<file path="src/rtl/twire_pkg.sv">
package twire_pkg;
   localparam int TW_BYTE_W = 8;
   localparam int TW_DEV_W  = 7;
   localparam int TW_CNT_W  = $clog2(TW_BYTE_W + 1);

   typedef enum logic [2:0] {
      ST_IDLE,
      ST_DEV,
      ST_REG,
      ST_WDAT,
      ST_TX,
      ST_HOLD
   } tw_state_e;
endpackage

</file>
<file path="src/rtl/twire_sync.sv">
module twire_sync #(
   parameter int               STAGES  = 2,
   parameter int               W       = 2,
   parameter logic [W-1:0]     RST_VAL = '1
) (
   input  logic         clk,
   input  logic         rst_n,
   input  logic [W-1:0] d,
   output logic [W-1:0] q
);
   generate
      if (STAGES < 2) begin : g_bad_stages
         $error("twire_sync: STAGES must be at least 2");
      end
      if (W < 1) begin : g_bad_width
         $error("twire_sync: W must be positive");
      end
   endgenerate

   logic [STAGES-1:0][W-1:0] stg_q;

   always_ff @(posedge clk or negedge rst_n) begin
      if (!rst_n) begin
         stg_q <= {STAGES{RST_VAL}};
      end else begin
         stg_q <= {stg_q[STAGES-2:0], d};
      end
   end

   assign q = stg_q[STAGES-1];
endmodule

</file>
<file path="src/rtl/twire_cond.sv">
module twire_cond (
   input  logic clk,
   input  logic rst_n,
   input  logic scl_s,
   input  logic sda_s,
   output logic scl_lvl,
   output logic sda_lvl,
   output logic scl_rise,
   output logic scl_fall,
   output logic start_det,
   output logic stop_det
);
   logic scl_p, sda_p;

   always_ff @(posedge clk or negedge rst_n) begin
      if (!rst_n) begin
         scl_p <= 1'b1;
         sda_p <= 1'b1;
      end else begin
         scl_p <= scl_s;
         sda_p <= sda_s;
      end
   end

   assign scl_lvl   = scl_s;
   assign sda_lvl   = sda_s;
   assign scl_rise  = scl_s & ~scl_p;
   assign scl_fall  = ~scl_s & scl_p;
   assign start_det = scl_s & scl_p & sda_p & ~sda_s;
   assign stop_det  = scl_s & scl_p & ~sda_p & sda_s;

   // a bus condition needs the clock high for two samples in a row
   p_cond_clock_high_r1: assert property (@(posedge clk) disable iff (!rst_n)
      (start_det || stop_det) |-> ($past(scl_s) && scl_s));
endmodule

</file>
<file path="src/rtl/twire_engine.sv">
module twire_engine
   import twire_pkg::*;
#(
   parameter logic [TW_BYTE_W-1:0] PTR_INIT = '0
) (
   input  logic                 clk,
   input  logic                 rst_n,
   input  logic [TW_DEV_W-1:0]  dev_id,
   input  logic                 scl_lvl,
   input  logic                 sda_lvl,
   input  logic                 scl_rise,
   input  logic                 scl_fall,
   input  logic                 start_det,
   input  logic                 stop_det,
   input  logic [TW_BYTE_W-1:0] rf_rdata,
   output logic                 sda_oe,
   output logic                 rf_we,
   output logic [TW_BYTE_W-1:0] rf_addr,
   output logic [TW_BYTE_W-1:0] rf_wdata
);
   localparam logic [TW_CNT_W-1:0] FULL_CNT = TW_CNT_W'(TW_BYTE_W);

   tw_state_e              st_q, nxt_q;
   logic [TW_CNT_W-1:0]    cnt_q;
   logic                   ack_q;
   logic                   oe_q;
   logic                   we_q;
   logic [TW_BYTE_W-1:0]   sh_q;
   logic [TW_BYTE_W-2:0]   tx_q;
   logic [TW_BYTE_W-1:0]   ptr_q;
   logic [TW_BYTE_W-1:0]   wd_q;

   logic byte_full, id_hit, rx_state;

   assign byte_full = (cnt_q == FULL_CNT);
   assign id_hit    = (sh_q[TW_BYTE_W-1:1] == dev_id);
   assign rx_state  = (st_q == ST_DEV) || (st_q == ST_REG) || (st_q == ST_WDAT);

   always_ff @(posedge clk or negedge rst_n) begin
      if (!rst_n) begin
         st_q  <= ST_IDLE;
         nxt_q <= ST_IDLE;
         cnt_q <= '0;
         ack_q <= 1'b0;
         oe_q  <= 1'b0;
         we_q  <= 1'b0;
         sh_q  <= '0;
         tx_q  <= '0;
         ptr_q <= PTR_INIT;
         wd_q  <= '0;
      end else begin
         we_q <= 1'b0;
         if (start_det) begin
            st_q  <= ST_DEV;
            cnt_q <= '0;
            ack_q <= 1'b0;
            oe_q  <= 1'b0;
         end else if (stop_det) begin
            st_q  <= ST_IDLE;
            cnt_q <= '0;
            ack_q <= 1'b0;
            oe_q  <= 1'b0;
         end else if (rx_state) begin
            if (ack_q) begin
               if (scl_fall) begin
                  ack_q <= 1'b0;
                  cnt_q <= '0;
                  st_q  <= nxt_q;
                  if (nxt_q == ST_TX) begin
                     tx_q <= rf_rdata[TW_BYTE_W-2:0];
                     oe_q <= ~rf_rdata[TW_BYTE_W-1];
                  end else begin
                     oe_q <= 1'b0;
                  end
               end
            end else if (scl_rise && !byte_full) begin
               sh_q  <= {sh_q[TW_BYTE_W-2:0], sda_lvl};
               cnt_q <= cnt_q + 1'b1;
            end else if (scl_fall && byte_full) begin
               cnt_q <= '0;
               if (st_q == ST_DEV) begin
                  if (id_hit) begin
                     ack_q <= 1'b1;
                     oe_q  <= 1'b1;
                     nxt_q <= sh_q[0] ? ST_TX : ST_REG;
                  end else begin
                     st_q <= ST_IDLE;
                  end
               end else if (st_q == ST_REG) begin
                  ack_q <= 1'b1;
                  oe_q  <= 1'b1;
                  ptr_q <= sh_q;
                  nxt_q <= ST_WDAT;
               end else begin
                  ack_q <= 1'b1;
                  oe_q  <= 1'b1;
                  we_q  <= 1'b1;
                  wd_q  <= sh_q;
                  nxt_q <= ST_HOLD;
               end
            end
         end else if (st_q == ST_TX) begin
            if (scl_rise && !byte_full) begin
               cnt_q <= cnt_q + 1'b1;
            end else if (scl_fall) begin
               if (byte_full) begin
                  oe_q  <= 1'b0;
                  cnt_q <= '0;
                  st_q  <= ST_HOLD;
               end else if (cnt_q != '0) begin
                  oe_q <= ~tx_q[TW_BYTE_W-2];
                  tx_q <= {tx_q[TW_BYTE_W-3:0], 1'b0};
               end
            end
         end
      end
   end

   assign sda_oe   = oe_q;
   assign rf_we    = we_q;
   assign rf_addr  = ptr_q;
   assign rf_wdata = wd_q;

   // a start always reopens address reception with the line released
   p_start_restart_r1: assert property (@(posedge clk) disable iff (!rst_n)
      start_det |=> (st_q == ST_DEV && cnt_q == '0 && !oe_q));
   // a lone stop parks the engine
   p_stop_idle_r1: assert property (@(posedge clk) disable iff (!rst_n)
      (stop_det && !start_det) |=> (st_q == ST_IDLE && !oe_q));
   // during an acknowledge high phase the line is pulled low
   p_ack_hold_r3: assert property (@(posedge clk) disable iff (!rst_n)
      (ack_q && scl_lvl) |-> oe_q);
   // idle and hold states never drive the line
   p_quiet_r4: assert property (@(posedge clk) disable iff (!rst_n)
      (st_q == ST_IDLE || st_q == ST_HOLD) |-> !oe_q);
   // the write strobe is a single cycle
   p_we_pulse_r5: assert property (@(posedge clk) disable iff (!rst_n)
      rf_we |=> !rf_we);
   // a write only follows a completed byte, in the clock low phase
   p_we_low_r9: assert property (@(posedge clk) disable iff (!rst_n)
      rf_we |-> !scl_lvl);
   // driven value only moves while the clock is low
   p_oe_move_low_r10: assert property (@(posedge clk) disable iff (!rst_n)
      (sda_oe != $past(sda_oe)) |-> !scl_lvl);
endmodule

</file>
<file path="src/rtl/twire_regslave.sv">
module twire_regslave
   import twire_pkg::*;
#(
   parameter int                   SYNC_STAGES = 2,
   parameter logic [TW_DEV_W-1:0]  DEV_ID_LO   = 7'b1010101,
   parameter logic [TW_DEV_W-1:0]  DEV_ID_HI   = 7'b0110011,
   parameter logic [TW_BYTE_W-1:0] PTR_INIT    = 8'h00
) (
   input  logic                 clk,
   input  logic                 rst_n,
   input  logic                 addr_sel,
   input  logic                 scl_i,
   input  logic                 sda_i,
   output logic                 sda_oe,
   output logic                 rf_we,
   output logic [TW_BYTE_W-1:0] rf_addr,
   output logic [TW_BYTE_W-1:0] rf_wdata,
   input  logic [TW_BYTE_W-1:0] rf_rdata
);
   generate
      if (DEV_ID_LO == DEV_ID_HI) begin : g_bad_ids
         $error("twire_regslave: the two device addresses must differ");
      end
   endgenerate

   logic                strap_q;
   logic [TW_DEV_W-1:0] dev_id;
   logic [1:0]          pins_s;
   logic scl_lvl, sda_lvl, scl_rise, scl_fall, start_det, stop_det;

   always_ff @(posedge clk) begin
      if (!rst_n) begin
         strap_q <= addr_sel;
      end
   end

   assign dev_id = strap_q ? DEV_ID_HI : DEV_ID_LO;

   twire_sync #(
      .STAGES  (SYNC_STAGES),
      .W       (2),
      .RST_VAL (2'b11)
   ) u_sync (
      .clk   (clk),
      .rst_n (rst_n),
      .d     ({scl_i, sda_i}),
      .q     (pins_s)
   );

   twire_cond u_cond (
      .clk       (clk),
      .rst_n     (rst_n),
      .scl_s     (pins_s[1]),
      .sda_s     (pins_s[0]),
      .scl_lvl   (scl_lvl),
      .sda_lvl   (sda_lvl),
      .scl_rise  (scl_rise),
      .scl_fall  (scl_fall),
      .start_det (start_det),
      .stop_det  (stop_det)
   );

   twire_engine #(
      .PTR_INIT (PTR_INIT)
   ) u_engine (
      .clk       (clk),
      .rst_n     (rst_n),
      .dev_id    (dev_id),
      .scl_lvl   (scl_lvl),
      .sda_lvl   (sda_lvl),
      .scl_rise  (scl_rise),
      .scl_fall  (scl_fall),
      .start_det (start_det),
      .stop_det  (stop_det),
      .rf_rdata  (rf_rdata),
      .sda_oe    (sda_oe),
      .rf_we     (rf_we),
      .rf_addr   (rf_addr),
      .rf_wdata  (rf_wdata)
   );

   // the strap copy never moves outside reset
   p_strap_stable_r2: assert property (@(posedge clk) disable iff (!rst_n)
      $stable(strap_q));
endmodule

</file>
<file path="config.mk">
export PLATFORM = sky130hd
export DESIGN_NAME = twire_regslave
export DESIGN_NICKNAME = d
export VERILOG_FILES = /design/src/rtl/twire_pkg.sv /design/src/rtl/twire_sync.sv /design/src/rtl/twire_cond.sv /design/src/rtl/twire_engine.sv /design/src/rtl/twire_regslave.sv
export SDC_FILE = /design/constraint.sdc
export NUM_CORES = 1
export LEC_CHECK = 0
export CORE_AREA = 5 5 91 93
export DETAILED_ROUTE_END_ITERATION = 10
export DIE_AREA = 0 0 96 98
export DONT_BUFFER_PORTS = 1
export PLACE_DENSITY_LB_ADDON = 0.3
export SLEW_MARGIN = 15
export SYNTH_ARGS = -nofsm -noshare
export SYNTH_HDL_FRONTEND = slang
export SYNTH_SLANG_ARGS = --single-unit
</file>
<file path="constraint.sdc">
create_clock -name clk -period 1.8 [get_ports clk]
set_input_delay 0.36 -clock clk [delete_from_list [all_inputs] [get_ports clk]]
set_output_delay 0.36 -clock clk [all_outputs]
set_load 0.01 [all_outputs]
</file>
After elaboration in Yosys (flattened, before gate mapping)
Index checks and enable logic that the tools add are counted.

operators by class
  add/sub/neg operators = 1
  equality and inequality tests = 21
  mux-type cells = 70
  bitwise gates (word level) = 19
  reductions and logical operators = 23

operators by type and width
  cell                                                                     count
  7-bit two-way mux                                                        10
  3-bit two-way mux                                                        17
  4-bit two-way mux                                                        11
  1-bit two-way mux                                                        32
  8-bit AND reduction                                                      3
  5-bit by 4-bit inequality test with 1-bit output, second input constant  4
  9-bit AND reduction                                                      2
  4-bit nonzero test                                                       4
  5-bit nonzero test                                                       3
  4-bit by 3-bit inequality test with 1-bit output, second input constant  3
  1-bit inverter                                                           12
  5-bit AND reduction                                                      2
  1-bit AND                                                                7
  7-bit equality test                                                      1
  7-bit AND reduction                                                      1
  3-bit by 2-bit equality test with 1-bit output, second input constant    2
  3-bit equality test, second input constant                               2
  2-bit by 1-bit inequality test with 1-bit output, second input constant  3
  6-bit by 4-bit inequality test with 1-bit output, second input constant  1
  6-bit by 5-bit inequality test with 1-bit output, second input constant  1
  4-bit by 1-bit adder with 4-bit output, second input constant            1
  4-bit equality test, second input constant                               1
  2-bit inequality test, second input constant                             2
  2-bit nonzero test                                                       2
  5 further kinds                                                          7

storage, ports and cells
  register bits = 51

Longest topological paths before layout
Gate-level depths: netlist of the first run.

  depth in word-level cells = 10
  mapped depth = 8

Modules after synthesis
From an unflattened synthesis of the first run, not the netlist that was laid out.

second synthesis, totals
  cells, all modules = 214
  area, all modules = 2461.1 µm²

by module, submodules not included
  module          times used  cells each  area an instance (µm²)
  twire_engine    1           195         2195.9
  twire_sync      1           6           120.1
  twire_cond      1           8           100.1
  twire_regslave  1           5           45.0

Least setup slack after synthesis of the first run
Ideal clock, no wire load.

  path kind = reg-to-reg
  from = register u_engine.cnt_q[0]
  to = register u_engine.ptr_q[0] (netlist: u_engine.rf_addr[0])
  setup time = 0.125 ns
  arrival = 1.674 ns
  setup slack = 0.001 ns
  cell stages (with the launch flop) = 8
  path buffers = 0
  clock period less this slack = 1.799 ns
  cell sequence = dfrtp_1 inv_1 ha_1 nand3b_1 nor2_2 nand3_1 nor2_4 mux2_2

on the way
  cells in the longest elaborated chain, start to end = 5
  elaborated cells on any way between the ends = 6
  those cells by class = 1 x eq/ne; 1 x bitwise; 4 x reduce/logical

RTL lines
  element                                   line                 source
  start: declaration                        twire_engine.sv:24   logic [TW_CNT_W-1:0] cnt_q;
  start signal: assignment                  twire_engine.sv:78   cnt_q <= cnt_q + 1'b1;
  start signal: assignment                  twire_engine.sv:104  cnt_q <= cnt_q + 1'b1;
  4-bit equality test (*)                   twire_engine.sv:35   assign byte_full = (cnt_q == FULL_CNT);
  1-bit zero test                           twire_engine.sv:76   end else if (scl_rise && !byte_full) begin
  1-bit logical AND                         twire_engine.sv:76
  1-bit inverter (no source line)           --
  8-bit AND reduction (no source line) (*)  --
  end signal: assignment                    twire_engine.sv:92   ptr_q <= sh_q;
  end: declaration                          twire_engine.sv:30   logic [TW_BYTE_W-1:0] ptr_q;

Mark *: on every way between the ends. The rest lies on a longest branch, timed or not.
A chain may end at the register's enable or synchronous reset.

Final worst setup path of the first run
  from = register u_engine.cnt_q[0]
  to = register u_engine.ptr_q[4] (netlist: u_engine.rf_addr[4])

Same word-level chain as after synthesis.

==> reports/results.txt, run 1 <==
Residual DRC = 0
Max Freq = 564 MHz
Tightest Hold Check Type = input port to flop
Synth cell types = 53
crit path max-delay cell type = dfrtp_1
Leakage Power = 0.00142 uW
Setup WS post-layout = 0.0259 ns
nature of the critical path startpoint = flop
die span in y = 98 um
Initial Util = 0.332
GRT Total Usage = 0.121
max-cap viol count = 0
first drt pass iteration count = 4
sequential power share = 0.416
Critical Path AT = 1.97 ns
crit path capture type = flop
Power Internal = 2390 uW
worst-path cell chain = inv_2, ha_4, nand3b_1, nor2_2, nand3_2, nor2_4, buf_12, mux2_4
DP Worst Slack = -0.0248 ns
Sw Pwr = 1150 uW
Gate power share = 0.357
worst reg-to-reg setup slack = 0.03 ns
die area = 0.00941 mm^2
area growth from synthesis to layout = 25.0%
clk_skew = 0.00452 ns
register bit total from synthesis = 51
Clock Latency Late Sink = 0.31 ns
R2R Path Start = u_engine.cnt_q[0]
Die W = 96 um
hold slack = 0.0415 ns
period utilization = 0.986
Core Region = 0.00745 mm^2
drt wl/cell = 15.0 um
RSZ-0062 raised after global routing = true
clock slew at reported path FFs = 0.09 ns
CTS Buffer Depth = 2
largest net degree at the start of global routing = 51
synthesized net count = 223
Clk network pwr share = 0.227
Slowest Stage Delay on Critical Path = 0.40 ns
dpl hpwl = 3720 um
Routed WL = 5190 um
Synth Cell Area = 0.00248 mm^2
final setup fails = 0
Hold Path Origin = scl_i
Via Count = 1707
vias in the first global route = 1829
total grt overflow = 0
outcome = finished, final reports clean
Worst Path Class, Setup = flop to flop
Min Clock Period, post-route = 1.77 ns
fin. max-slew vios = 0
crit path launch = u_engine.cnt_q[0]
Cell Pwr Density = 1140 mW/mm^2
DR iter-0 viols = 32
PortBufs = 0
CTS H-tree depth = 2
final hold vios = 0
clock buffers created by TritonCTS = 5
overall power = 3540 uW
utilization after layout = 0.416
WP data required = 2.00 ns
post-route ant nets = 0
Post-Syn Instances = 208
FP Rows = 32
final setup TNS = 0 ns
CTS sink cnt = 51
Root Driver = clkbuf_8
global placer's final weighted congestion = 0.815
peak supply drop = 0.588 mV
synth warn = 0
CP delay by family, top = simple AND/OR/NAND/NOR gates
number of diodes = 0
slew margin rel. = 0.746
CP bufs+invs = 2
Ports = 31
TritonCTS clock tree = built
NumNets Final = 259
Worst Tran Pin Value = 0.371 ns
Max FO, Critical Path = 8
initial antenna violation count = 0
post-synthesis sequential area ratio = 0.520
switch share = 0.325
Avg Synthesized Cell Area = 11.9 um^2
Vias/cell = 4.92
global-route wire length before repair = 9010 um
ratio of cells with drive above 1 in the final layout = 0.404
-- state kept, by name, summed over array words and instances, names as in the netlist --
register / flops
u_sync.stg_q: 2
u_engine.rf_wdata: 8
u_engine.st_q: 3
u_engine.tx_q: 7
u_engine.sda_oe: 1
u_sync.q: 2
u_engine.rf_we: 1
u_engine.nxt_q: 3
u_engine.ack_q: 1
strap_q: 1
u_engine.rf_addr: 8
u_cond.sda_p: 1
u_cond.scl_p: 1
u_engine.sh_q: 8
u_engine.cnt_q: 4
-- repair_timing --
action                     4_1_cts  5_1_grt
pin swaps                        6        4
resized for setup                4       22
setup buffers                    1        1
setup endpoints to repair       11       40
hold endpoints to repair        50        0
hold buffers                     2        0
-- area by class of cell --
type	count	area (um^2)
fillers	729	4350
multi-input cells	140	1200
well taps	102	128
inverters	8	30.0
clock buffers	6	72.6
clock inverters	2	38.8
repair buffers	38	340
flip-flops and latches	51	1290
-- routing by layer --
layer / GRT usage / wire length [um]
met1: 0.160 / 2420
met2: 0.186 / 2430
met3: 0.0362 / 282
met4: 0.0394 / 68
met5: 0 / 0
-- placed cells by master, fill, tap and decap left out, drive strengths merged, types with 4 or more instances in the layout --
cell type and count:
mux2i 11, dfrtp 44, a21oi 8, nand2 14
clkbuf 6, inv 9, buf 37, o21ai 13
nor2 12, mux2 25, nand3 4, nand2b 6
dfstp 6
-- through the flow --
stage	cell area, um^2	std cells
2_1_floorplan	2480	208
3_3_place_gp	2830	335
3_5_place_dp	2830	335
4_1_cts	3010	346
5_1_grt	3100	347
6_report	3100	347
-- kinds of logic after synthesis --
kind of cell             count (synthesis)  share of synthesized area
flip-flops                              51                      0.520
buffers and inverters                   17                     0.0323
AO/OA/AOI/OAI                           44                      0.138
XOR/XNOR                                 1                    0.00354
adder cells (fa/ha/maj)                  2                     0.0101
multiplexers                            36                      0.158
AND/OR/NAND/NOR                         57                      0.137
-- final timing paths --
| path | end | cells after the start |
|---|---|---|
| worst min register to register | u_sync.q[0] | 0 |
| max in group asynchronous | u_cond.scl_p | 2 |
| worst max-delay path | u_engine.rf_addr[4] | 8 |
| worst min-delay path | u_sync.stg_q[1] | 0 |
| worst max register to register | u_engine.rf_addr[4] | 8 |
| min in group asynchronous | u_engine.rf_wdata[4] | 2 |
-- power by group through the flow --
stage               clock [uW]  combinational [uW]  sequential [uW]
floorplan                    0                 729             1450
global placement             0                1130             1480
global route               883                1400             1500
finish                     803                1260             1470
detailed placement           0                1140             1480
CTS                        843                1220             1460
-- Yosys cell counts, drive strengths merged --
master,n,share of area
o21bai,3,0.011
buf,9,0.020
o21ai,13,0.026
a221oi,1,0.0035
a2bb2oi,1,0.0035
inv,8,0.012
a21o,1,0.0030
nor2,12,0.023
nand3,4,0.0081
nand2b,6,0.015
and3,1,0.0025
o31a,1,0.0035
o2bb2ai,1,0.0061
mux2,25,0.11
dfstp,6,0.064
o311ai,1,0.011
o21ba,1,0.0040
o211ai,1,0.0030
edfxtp,1,0.012
a31oi,2,0.011
o2111ai,1,0.0035
a211o,2,0.0071
dfrtp,44,0.44
nor3,2,0.0086
and3b,1,0.0035
a2111oi,2,0.0071
a211oi,3,0.0091
nor3b,2,0.0061
nand3b,2,0.0061
mux2i,11,0.044
nor4b,1,0.0061
nand2,14,0.021
o2111a,1,0.0045
or2,1,0.0025
nor4,3,0.0076
a21oi,8,0.018
nand4,3,0.010
nor2b,3,0.0076
a21bo,1,0.0040
xnor2,1,0.0035
and4b,1,0.0040
or4,1,0.0045
ha,2,0.010
(Power assumes the default switching activity.)
==> inputs of run 2 (changes only) <==
CORE_AREA = 5 5 115 74   (was 5 5 91 93)
DIE_AREA = 0 0 120 79   (was 0 0 96 98)
==> reports/results.txt, run 2 (synthesis results as in run 1) <==
outcome = complete, but fails checks
failing checks = negative setup slack
Clk network pwr share = 0.276 (+0.049)
GRT Total Usage = 0.138 (+0.0171)
NumNets Final = 267 (+3.1%)
first drt pass iteration count = 4 (unchanged)
final hold vios = 0 (unchanged)
CTS sink cnt = 51 (unchanged)
initial antenna violation count = 0 (unchanged)
drt wl/cell = 18.3 um (+22%)
Initial Util = 0.331 (-0.00128)
hold slack = 0.0547 ns (+0.0132 ns)
wl on met1 = 3320 um (+37%)
slew margin rel. = 0.701 (-0.0454)
Worst Tran Pin Value = 0.438 ns (+0.0663 ns)
TritonCTS clock tree = built
clock slew at reported path FFs = 0.07 ns (-0.02 ns)
Critical Path AT = 2.09 ns (+0.12 ns)
area growth from synthesis to layout = 35.0%
Leakage Power = 0.00154 uW (+8.9%)
period utilization = 1.04 (+0.0544)
Gate power share = 0.354 (-0.003)
WP data required = 2.02 ns (+0.02 ns)
CP bufs+invs = 0 (-2)
Clock Latency Late Sink = 0.30 ns (about the same)
CTS H-tree depth = 2 (unchanged)
max-cap viol count = 0 (unchanged)
Core Region = 0.00748 mm^2 (+0.39%)
PortBufs = 0 (unchanged)
Routed WL = 6360 um (+22%)
peak supply drop = 0.456 mV (-22%)
die area = 0.00948 mm^2 (+0.77%)
final setup fails = 2 (+2)
largest net degree at the start of global routing = 51 (unchanged)
global placer's final weighted congestion = 0.819 (+0.48%)
Vias/cell = 5.21 (+5.9%)
Min Clock Period, post-route = 1.87 ns (+0.0980 ns)
Critical Path Stages = 5 (-3)
WL met2 = 2560 um (+5.6%)
crit path capture type = flop
hold depth = 0 (unchanged)
Slowest Stage Delay on Critical Path = 0.46 ns (+0.06 ns)
Max FO, Critical Path = 3 (-5)
nature of the critical path startpoint = flop
ratio of cells with drive above 1 in the final layout = 0.451 (+0.0465)
CTS Buffer Depth = 2 (unchanged)
Setup WS post-layout = -0.0720 ns (-0.0980 ns)
dpl hpwl = 4060 um (+9.1%)
vias in the first global route = 1780 (-2.7%)
clock buffers created by TritonCTS = 5 (unchanged)
overall power = 4070 uW (+15%)
number of diodes = 0 (unchanged)
sequential power share = 0.370 (-0.046)
DP Worst Slack = -0.194 ns (-0.169 ns)
worst-path cell chain = nor4b_4, mux2i_4, or4_4, a31oi_4, mux2i_1
Residual DRC = 0 (unchanged)
switch share = 0.320 (-0.00511)
crit path max-delay cell type = or4_4
Cell Pwr Density = 1220 mW/mm^2 (+6.5%)
Root Driver = clkbuf_16
Top Layer Used = met4
most common cell after layout, fill and taps aside = dfrtp_1
Die W = 120 um (+25%)
CP delay by family, top = simple AND/OR/NAND/NOR gates
fin. max-slew vios = 0 (unchanged)
Sw Pwr = 1300 uW (+13%)
clk_skew = 0.00281 ns (-0.00171 ns)
FP Rows = 25 (-22%)
reg2reg path depth = 5 (-3)
die span in y = 79 um (-19%)
DR iter-0 viols = 107 (+230%)
Max Freq = 534 MHz (-5.2%)
total grt overflow = 0 (unchanged)
most frequent cells in the layout = dfrtp_1, buf_4, mux2_4, nand2_1, o21ai_0
Tightest Hold Check Type = input port to flop
Via Count = 1808 (+5.9%)
DR WL met3 = 390 um (+38%)
Ports = 31 (unchanged)
Power Internal = 2770 uW (+16%)
RSZ-0062 raised after global routing = true
post-route ant nets = 0 (unchanged)
Worst Path Class, Setup = flop to flop
global-route wire length before repair = 9950 um (+10%)
## run 2: cell type report
cell class	count	area [um^2]
clock buffers	6	139
clock inverters	2	35.0
multi-input cells	140	1300
well taps	94	118
inverters	8	30.0
fillers	676	4130
flip-flops and latches	51	1290
repair buffers	46	428
## run 2: metal layers
layer / track usage / vias up
met5: 0 / -
met4: 0.0514 / 0
met1: 0.210 / 904
li1: - / 849
met3: 0.0427 / 8
met2: 0.178 / 47
## run 2: power groups by stage
stage / registers [uW] / clock network, uW / logic [uW]
after floorplan: 1450 / 0 / 729
after global placement: 1490 / 0 / 1110
after detailed placement: 1510 / 0 / 1130
after CTS: 1480 / 1160 / 1290
after global routing: 1540 / 1190 / 1550
final: 1510 / 1120 / 1440
## run 2: timing repair
action                                  CTS  global route
cloned                                    1             0
endpoints found under the setup margin   40            34
hold buffers                              2             0
gates resized for setup                  12            37
endpoints found under the hold margin    50             0
setup buffers                            10             2
pin swaps                                 5             6
## run 2: per-stage QoR
| stage | setup TNS (ns) | std cells | instance area [um^2] | utilization |
|---|---|---|---|---|
| global placement | -1.28 | 324 | 2800 | 0.375 |
| floorplan | 0 | 208 | 2480 | - |
| global route | -0.921 | 347 | 3340 | 0.447 |
| finish | -0.112 | 347 | 3340 | 0.447 |
| CTS | -0.0224 | 345 | 3170 | 0.424 |
| detailed placement | -2.30 | 324 | 2800 | 0.375 |
## run 2: path summary, 6_finish.rpt
path,start,slack (ns),endpoint
worst min-delay path,sda_i,0.05,u_sync.stg_q[0]
min in group asynchronous,rst_n,0.57,u_engine.rf_wdata[6]
worst max register to register,strap_q,-0.07,u_engine.st_q[0]
worst min register to register,u_sync.stg_q[0],0.36,u_sync.q[0]
max in group asynchronous,rst_n,0.91,u_sync.q[1]
worst max-delay path,strap_q,-0.07,u_engine.st_q[0]
==> inputs of run 3 (changes only) <==
CORE_AREA = 5 5 115 73   (was 5 5 115 74)
DIE_AREA = 0 0 120 78   (was 0 0 120 79)
SKIP_LAST_GASP = 1   (was default)
SYNTH_HIERARCHICAL = 1   (was default)
==> reports/results.txt, run 3 <==
GRT Total Usage = 0.136 (-0.00174)
Min Clock Period, post-route = 1.95 ns (+0.0737 ns)
Setup WS post-layout = -0.146 ns (-0.0737 ns)
final setup fails = 30 (+28)
Register Area = 0.00129 mm^2 (+0.19%)
hold depth = 0 (unchanged)
die area = 0.00936 mm^2 (-1.3%)
TritonCTS clock tree = built
Synth Cell Area = 0.00245 mm^2 (-0.91%)
Post-Syn Instances = 213 (+2.4%)
Root Driver = clkbuf_16
Avg Synthesized Cell Area = 11.5 um^2 (-3.2%)
crit path capture type = flop
Max FO, Critical Path = 8 (+5)
Die W = 120 um (unchanged)
Fillers = 640 (-5.3%)
Cell Pwr Density = 1230 mW/mm^2 (+0.83%)
final hold vios = 0 (unchanged)
crit path max-delay cell type = dfstp_2
CTS Buffer Depth = 2 (unchanged)
global placer's final weighted congestion = 0.819 (about the same)
worst-path cell chain = and4b_2, nor2_4, nand3_2, or3b_4, mux2_4
Initial Util = 0.342 (+0.0107)
Ports = 31 (unchanged)
Routed WL = 6210 um (-2.4%)
clk_skew = 0.00730 ns (+0.00449 ns)
area growth from synthesis to layout = 41.5%
WP data required = 1.98 ns (-0.04 ns)
first drt pass iteration count = 4 (unchanged)
number of diodes = 0 (unchanged)
Via Count = 1796 (-0.66%)
DP Cell Count = 337 (+4.0%)
dpl hpwl = 4270 um (+5.3%)
multi-input gate area in the final layout = 0.00132 mm^2 (+1.4%)
Worst Path Class, Setup = flop to flop
Residual DRC = 0 (unchanged)
overall power = 4260 uW (+4.7%)
synth warn = 6 (+6)
period utilization = 1.08 (+0.0410)
RSZ-0062 raised after global routing = true
failing checks = negative setup slack
largest net degree at the start of global routing = 51 (unchanged)
CTS sink cnt = 51 (unchanged)
nature of the critical path startpoint = flop
ratio of cells with drive above 1 in the final layout = 0.504 (+0.0531)
reg2reg path depth = 5 (unchanged)
CTS H-tree depth = 2 (unchanged)
initial antenna violation count = 0 (unchanged)
total grt overflow = 0 (unchanged)
most common cell after layout, fill and taps aside = buf_4
PortBufs = 0 (unchanged)
hold slack = 0.0594 ns (+0.00473 ns)
NumNets Final = 284 (+6.4%)
outcome = complete, but fails checks
Clock Latency Late Sink = 0.29 ns (about the same)
FP Rows = 24 (-4.0%)
vias in the first global route = 1848 (+3.8%)
max-cap viol count = 0 (unchanged)
drt wl/cell = 17.2 um (-6.2%)
most frequent cells in the layout = buf_4, dfrtp_1, mux2_4, nand2_1, o21ai_0
Core Region = 0.00718 mm^2 (-4.0%)
clock slew at reported path FFs = 0.07 ns (about the same)
Slowest Stage Delay on Critical Path = 0.54 ns (+0.08 ns)
post-route ant nets = 0 (unchanged)
utilization after layout = 0.484 (+0.0366)
peak supply drop = 0.523 mV (+15%)
Leakage Power = 0.00161 uW (+4.2%)
Finished Layout Cells = 361 (+4.0%)
area post-placement = 0.00290 mm^2 (+3.6%)
DR iter-0 viols = 113 (+5.6%)
finished layout cell area = 0.00347 mm^2 (+3.9%)
Critical Path AT = 2.13 ns (+0.04 ns)
global-route wire length before repair = 9890 um (-0.55%)
Max Freq = 514 MHz (-3.8%)
Tightest Hold Check Type = input port to flop
clock buffers created by TritonCTS = 5 (unchanged)
die span in y = 78 um (-1.3%)
fin. max-slew vios = 0 (unchanged)
Vias/cell = 4.98 (-4.5%)
## run 3: metal layers
metal | wire length [um] | share of wire | track usage
met1 | 3170 | 0.51 | 0.199
met2 | 2560 | 0.41 | 0.188
met3 | 406 | 0.065 | 0.0465
met4 | 70 | 0.011 | 0.0411
met5 | 0 | 0 | 0
## run 3: worst paths after layout
kind	startpoint	endpoint	slack, ns
min	scl_i	u_sync/stg_q[1]	0.06
max in group asynchronous	rst_n	u_sync/q[1]	0.96
max	u_sync/q[0]	u_engine/sh_q[7]	-0.15
min reg2reg	u_sync/stg_q[0]	u_sync/q[0]	0.36
min in group asynchronous	rst_n	u_engine/rf_addr[4]	0.57
max reg2reg	u_sync/q[0]	u_engine/sh_q[7]	-0.15
## run 3: through the flow
step | setup slack (ns) | setup TNS, ns
2_1_floorplan | -0.146 | -2.16
3_3_place_gp | -0.166 | -3.74
3_5_place_dp | -0.200 | -4.34
4_1_cts | -0.130 | -2.22
5_1_grt | -0.196 | -4.96
6_report | -0.146 | -3.27
## run 3: critical path, delay by kind of cell (launching register included)
kind             cells  cell delay, ns
flip-flops           1            0.54
multiplexers         1            0.33
AND/OR/NAND/NOR      4            0.97
## run 3: area by class of cell
class                           count  area share
Tap cell                           91      0.0328
Clock inverter                      3      0.0195
Inverter                           10      0.0108
Multi-Input combinational cell    142       0.381
Clock buffer                        5      0.0360
Timing Repair Buffer               59       0.148
Sequential cell                    51       0.372
## run 3: where the power goes
part | total (uW) | switching [uW] | internal [uW] | leakage, uW
Clock | 1230 | 433 | 797 | 0.0000900
Sequential | 1540 | 188 | 1350 | 0.000629
Combinational | 1490 | 735 | 754 | 0.000887
## run 3: repair_timing
| item | 4_1_cts | 5_1_grt |
|---|---|---|
| hold buffers | 2 | 0 |
| setup endpoints to repair | 31 | 41 |
| gates cloned | 0 | 0 |
| pin swaps | 11 | 20 |
| resized for setup | 28 | 29 |
| endpoints found under the hold margin | 50 | 0 |
| buffers inserted | 9 | 5 |
